==> src/rtl/sdm_pkg.sv <==
package sdm_pkg;

  // Phase of the channel sequencer
  typedef enum logic {
    ST_SWEEP = 1'b0,
    ST_RUN   = 1'b1
  } sdmState_t;

  // Strobes from the sequencer to the datapath
  typedef struct packed {
    logic clr;    // zero both memories at curAddr
    logic rdEn;   // read state of channel curAddr into the pipeline
    logic updEn;  // write back sum and latch carry for updAddr
  } sdmStrb_t;

endpackage

==> src/rtl/sdm_ctrl.sv <==
module sdm_ctrl
  import sdm_pkg::*;
#(
  parameter int NUM_CH = 16,
  localparam int CH_W = $clog2(NUM_CH)
) (
  input  logic            clk,
  input  logic            rst_n,
  output sdmStrb_t        strb,
  output logic [CH_W-1:0] curAddr,
  output logic [CH_W-1:0] updAddr
);

  localparam logic [CH_W-1:0] LAST_CH = CH_W'(NUM_CH - 1);

  sdmState_t       state;
  logic [CH_W-1:0] chanCnt;
  logic            updEnQ;
  logic [CH_W-1:0] updAddrQ;
  logic            atLast;

  assign atLast = (chanCnt == LAST_CH);

  always_ff @(posedge clk or negedge rst_n) begin
    if (!rst_n) begin
      state    <= ST_SWEEP;
      chanCnt  <= '0;
      updEnQ   <= 1'b0;
      updAddrQ <= '0;
    end else begin
      chanCnt  <= atLast ? '0 : chanCnt + 1'b1;
      if (state == ST_SWEEP && atLast) begin
        state <= ST_RUN;
      end
      updEnQ   <= (state == ST_RUN);
      updAddrQ <= chanCnt;
    end
  end

  always_comb begin
    strb.clr   = (state == ST_SWEEP);
    strb.rdEn  = (state == ST_RUN);
    strb.updEn = updEnQ;
  end

  assign curAddr = chanCnt;
  assign updAddr = updAddrQ;

endmodule

==> src/rtl/sdm_datapath.sv <==
module sdm_datapath
  import sdm_pkg::*;
#(
  parameter int NUM_CH = 16,
  parameter int ACC_W  = 8,
  localparam int CH_W = $clog2(NUM_CH)
) (
  input  logic              clk,
  input  logic              rst_n,
  input  sdmStrb_t          strb,
  input  logic [CH_W-1:0]   curAddr,
  input  logic [CH_W-1:0]   updAddr,
  input  logic              wrEn,
  input  logic [CH_W-1:0]   wrChan,
  input  logic [ACC_W-1:0]  wrData,
  output logic [NUM_CH-1:0] dacOut
);

  logic [ACC_W-1:0] accMem [NUM_CH];
  logic [ACC_W-1:0] setMem [NUM_CH];
  logic [ACC_W-1:0] accQ;
  logic [ACC_W-1:0] setQ;
  logic [ACC_W:0]   sum;

  assign sum = {1'b0, accQ} + {1'b0, setQ};

  // Memories: clear pass has priority; otherwise write-back, host write
  // and registered read. The write-back and the read never share an address.
  always_ff @(posedge clk) begin
    if (strb.clr) begin
      accMem[curAddr] <= '0;
      setMem[curAddr] <= '0;
    end else begin
      if (strb.updEn) begin
        accMem[updAddr] <= sum[ACC_W-1:0];
      end
      if (wrEn) begin
        setMem[wrChan] <= wrData;
      end
      if (strb.rdEn) begin
        accQ <= accMem[curAddr];
        setQ <= setMem[curAddr];
      end
    end
  end

  // One output flip-flop per channel, loaded only in its own slot
  for (genvar gi = 0; gi < NUM_CH; gi++) begin : g_out
    logic bitQ;
    always_ff @(posedge clk or negedge rst_n) begin
      if (!rst_n) begin
        bitQ <= 1'b0;
      end else if (strb.updEn && (updAddr == CH_W'(gi))) begin
        bitQ <= sum[ACC_W];
      end
    end
    assign dacOut[gi] = bitQ;
  end

endmodule

==> src/rtl/sdm_bank.sv <==
module sdm_bank
  import sdm_pkg::*;
#(
  parameter int NUM_CH = 16,
  parameter int ACC_W  = 8,
  localparam int CH_W = $clog2(NUM_CH)
) (
  input  logic              clk,
  input  logic              rst_n,
  input  logic              wrEn,
  input  logic [CH_W-1:0]   wrChan,
  input  logic [ACC_W-1:0]  wrData,
  output logic [NUM_CH-1:0] dacOut
);

  sdmStrb_t        strb;
  logic [CH_W-1:0] curAddr;
  logic [CH_W-1:0] updAddr;

  sdm_ctrl #(.NUM_CH(NUM_CH)) u_ctrl (
    .clk     (clk),
    .rst_n   (rst_n),
    .strb    (strb),
    .curAddr (curAddr),
    .updAddr (updAddr)
  );

  sdm_datapath #(.NUM_CH(NUM_CH), .ACC_W(ACC_W)) u_dp (
    .clk     (clk),
    .rst_n   (rst_n),
    .strb    (strb),
    .curAddr (curAddr),
    .updAddr (updAddr),
    .wrEn    (wrEn),
    .wrChan  (wrChan),
    .wrData  (wrData),
    .dacOut  (dacOut)
  );

endmodule

==> config.mk <==
export PLATFORM = sky130hd
export DESIGN_NAME = sdm_bank
export DESIGN_NICKNAME = d
export VERILOG_FILES = /design/src/rtl/sdm_pkg.sv /design/src/rtl/sdm_ctrl.sv /design/src/rtl/sdm_datapath.sv /design/src/rtl/sdm_bank.sv
export SDC_FILE = /design/constraint.sdc
export NUM_CORES = 1
export LEC_CHECK = 0
export ABC_CLOCK_PERIOD_IN_PS = 2200
export CAP_MARGIN = 20
export CELL_PAD_IN_SITES_DETAIL_PLACEMENT = 1
export CELL_PAD_IN_SITES_GLOBAL_PLACEMENT = 2
export CORE_MARGIN = 5
export CORE_UTILIZATION = 40
export CTS_BUF_LIST = sky130_fd_sc_hd__clkbuf_8
export DETAILED_ROUTE_END_ITERATION = 16
export PLACE_DENSITY = 0.74
export SYNTH_ARGS = -nofsm -noshare
export SYNTH_HDL_FRONTEND = slang
export SYNTH_HIERARCHICAL = 1
export SYNTH_SLANG_ARGS = --single-unit
==> constraint.sdc <==
create_clock -name clk -period 2.2 [get_ports clk]
set_clock_uncertainty 0.1 [all_clocks]
set_input_delay 0.44 -clock clk [delete_from_list [all_inputs] [get_ports clk]]
set_output_delay 0.44 -clock clk [all_outputs]
set_load 0.01 [all_outputs]
==> run metrics <==
max-slew violations=0; overall routing resource usage=0.1681; Ys Warns=6; Post-Synth Simple-Gate Area=0.05821; TritonCTS Sinks=298; dpl ws=-0.5023 ns; Final #Nets=808; Reg area=8822 µm²; post-synthesis cell count=669; number of global-route vias before repair=7085; Residual DRC=0; Setup crit start kind=register; final hold vios=0; Core Box Area=29720 µm²; largest family of logic cells by synthesized area=multiplexers; top routing layer used=met4; met3 wire len=1174 µm; Clock Pin Slew Worst Setup and Hold Paths=0.06 ns; Synth Area in Compound Gates=0.04887; Worst slew margin=0.5098; Via density=5.340; CTS Buffer Depth=3; Post-synth EDFFs=272; area occupied by multi-input gates=3052 µm²; setup TNS=-0.5281 ns; Final GP Congestion=0.7946; worst setup margin=-0.04730 ns; Detail Placement HPWL=19170 µm; share of layout cells above drive strength 1=0.2878; Fillers=2788; grt ovf=0; Row Count=63; synth unique cells=43; Max Clk Rate=445.0 MHz; Max FO, Critical Path=8; post-synthesis sequential area ratio=0.7313; Crit path required time=2.51 ns; Hold Path Class=input pin to asynchronous set/reset pin; antenna-violating nets left=0; Worst Tran Pin Value=0.7326 ns; area growth from synthesis to layout=18.44%; Root Driver=clkbuf_8; Synth Area in Adders=0.01100; Tcrit/Tclk final=1.021; CP endpoint kind=register; routed length per instance=22.82 µm; H-tree depth=2; Worst IR Drop VDD=0.0003993 V; Post-Layout Cell Count=1210; total die area=33720 µm²; RSZ-0062 raised after global routing=true; post-placement cell count=1120; DRT iter0 DRCs=443; pin count of the biggest net entering global routing=38; Max-Cap Viols=0; Static Leakage=4.906 nW; Metal-1 WL=12260 µm; post-synthesis register bit count=298; post-synthesis xor/xnor area fraction=0.0007264; violated checks=setup timing; Synthesized Nets=694; first-pass GRT wire length=43260 µm; initial antenna violation count=0; ant diodes=0; WL met2=13730 µm; Initial Util=0.4058; Setup-failing EPs final=16; WS Path Type=register to register; crit path DAT=2.55 ns; asr flop ratio synth=0.08725; Die Span X=183.6 µm; clock insertion delay at the later pin of the skew report=0.56 ns; I/O Buffers=30; IO Pins=31; status=finished, violations left; via count=6462; Tot Pwr=0.01055 W; Syn Std Cell Area=12060 µm²; fin crit period=2.247 ns; Synth Area per Inst=18.02 µm²; final WL=27620 µm; multiplexer share of the synthesized area=0.1212; pwr dens=738.7 nW/µm²; die outline height=183.6 µm; Top FF cell, synth=edfxtp_1; Hold-fix buffers, CTS=0; TritonCTS Buffers=47; First-pass DRT Iterations=4; TritonCTS clock tree=built
-- cells by family after synthesis --
family	count (synthesis)
multiplexers	66
buffers and inverters	55
XOR/XNOR	1
flip-flops	298
AND/OR/NAND/NOR	147
AO/OA/AOI/OAI	92
adder cells (fa/ha/maj)	10
-- per-stage QoR --
step                        util  hold slack [ns]  area, µm²
final                     0.4806           0.1800      14280
after global routing      0.4806           0.2092      14280
after CTS                 0.4797           0.1591      14260
after detailed placement  0.4459           0.3077      13250
after global placement    0.4459           0.2817      13250
after floorplan                -          0.04441      12070
-- final cells by class --
type	instances	share of cell area
clock inverter	36	0.01130
inverter	7	0.001840
timing repair buffer	113	0.07307
sequential	298	0.6177
tap	390	0.03417
multi-input combinational	316	0.2137
clock buffer	50	0.04819
-- routing by layer --
| metal | global-route usage | vias up |
|---|---|---|
| li1 | - | 2894 |
| met1 | 0.2327 | 3393 |
| met2 | 0.2778 | 140 |
| met3 | 0.03027 | 35 |
| met4 | 0.04350 | 0 |
| met5 | 0 | - |
-- placed cells by master, fill, tap and decap left out, types with 2 or more instances in the layout --
master	n
buf_12	9
nor3_2	2
nor2_1	77
nor3b_1	3
a21oi_2	2
clkdlybuf4s50_1	30
nor2b_1	14
ha_1	7
inv_8	2
nand3_1	2
nand2_1	5
a211o_1	2
inv_1	23
nor3_1	5
a21oi_1	17
dfrtp_1	25
edfxtp_1	272
buf_6	2
clkbuf_8	50
o22ai_2	4
buf_4	72
o22ai_1	28
and3_1	5
nand2b_1	8
o21a_1	4
clkinv_2	6
a31oi_1	22
mux4_2	64
a21o_1	2
clkinv_1	10
and2_1	9
nor2_2	5
nand3b_1	2
-- state kept, by name, indices dropped and copies added (netlist names) --
signal	flops
u_dp/setQ	8
u_ctrl/updEnQ	1
u_ctrl/updAddr	4
u_dp/setMem	128
u_ctrl/state	1
u_ctrl/curAddr	4
u_dp/accMem	128
u_dp/g_out.bitQ	16
u_dp/accQ	8
-- worst max-delay path: stages, from the launching register on --
cell      delay, ns
edfxtp_1       0.44
ha_4           0.27
a211o_1        0.29
a211o_1        0.33
a31oi_4        0.22
mux2i_4        0.29
buf_6          0.16
-- Yosys cell counts (2+ instances only) --
cell | number | share of area
mux2i_1 | 2 | 0.0017
and3_1 | 5 | 0.0026
a211oi_1 | 2 | 0.0012
buf_4 | 18 | 0.011
nand2_1 | 6 | 0.0019
a21oi_1 | 19 | 0.0079
clkbuf_1 | 10 | 0.0031
o22ai_1 | 32 | 0.017
a211o_1 | 2 | 0.0015
edfxtp_1 | 272 | 0.68
buf_1 | 3 | 0.00093
nor3_1 | 8 | 0.0033
buf_6 | 8 | 0.0075
a21o_1 | 2 | 0.0012
mux4_2 | 64 | 0.12
o21a_1 | 4 | 0.0025
and2_1 | 9 | 0.0047
buf_2 | 9 | 0.0037
nand3b_1 | 2 | 0.0012
inv_1 | 7 | 0.0022
nor3b_1 | 3 | 0.0019
nor2_1 | 83 | 0.026
a31oi_1 | 23 | 0.012
dfrtp_1 | 26 | 0.054
ha_1 | 9 | 0.0093
nand3_1 | 2 | 0.00083
nor2b_1 | 15 | 0.0078
nand2b_1 | 9 | 0.0047
-- final timing paths --
path	start	to	slack (ns)	depth (start not counted)
setup / recovery	u_dp/accQ[1]	u_dp/accMem[5][7]	-0.05	6
hold / removal	rst_n	u_dp/g_out[3].bitQ	0.18	2
setup reg to reg	u_dp/accQ[1]	u_dp/accMem[5][7]	-0.05	6
hold reg to reg	u_ctrl/state	u_ctrl/updEnQ	0.34	0
max in group asynchronous	rst_n	u_ctrl/curAddr[0]	1.51	2
min in group clk	u_ctrl/state	u_ctrl/updEnQ	0.34	0
-- power by group --
part           total, W  internal [W]  switching, W
Sequential      0.00618       0.00618    0.00000783
Clock           0.00419       0.00211       0.00208
Combinational  0.000173     0.0000649      0.000108
-- repair_timing --
item                       in CTS  in global routing
gates resized for setup        20                 12
pin swaps                       4                  7
buffers inserted                4                  2
cloned                          1                  0
setup endpoints to repair     121                212
Power figures use the tool's default switching activity.
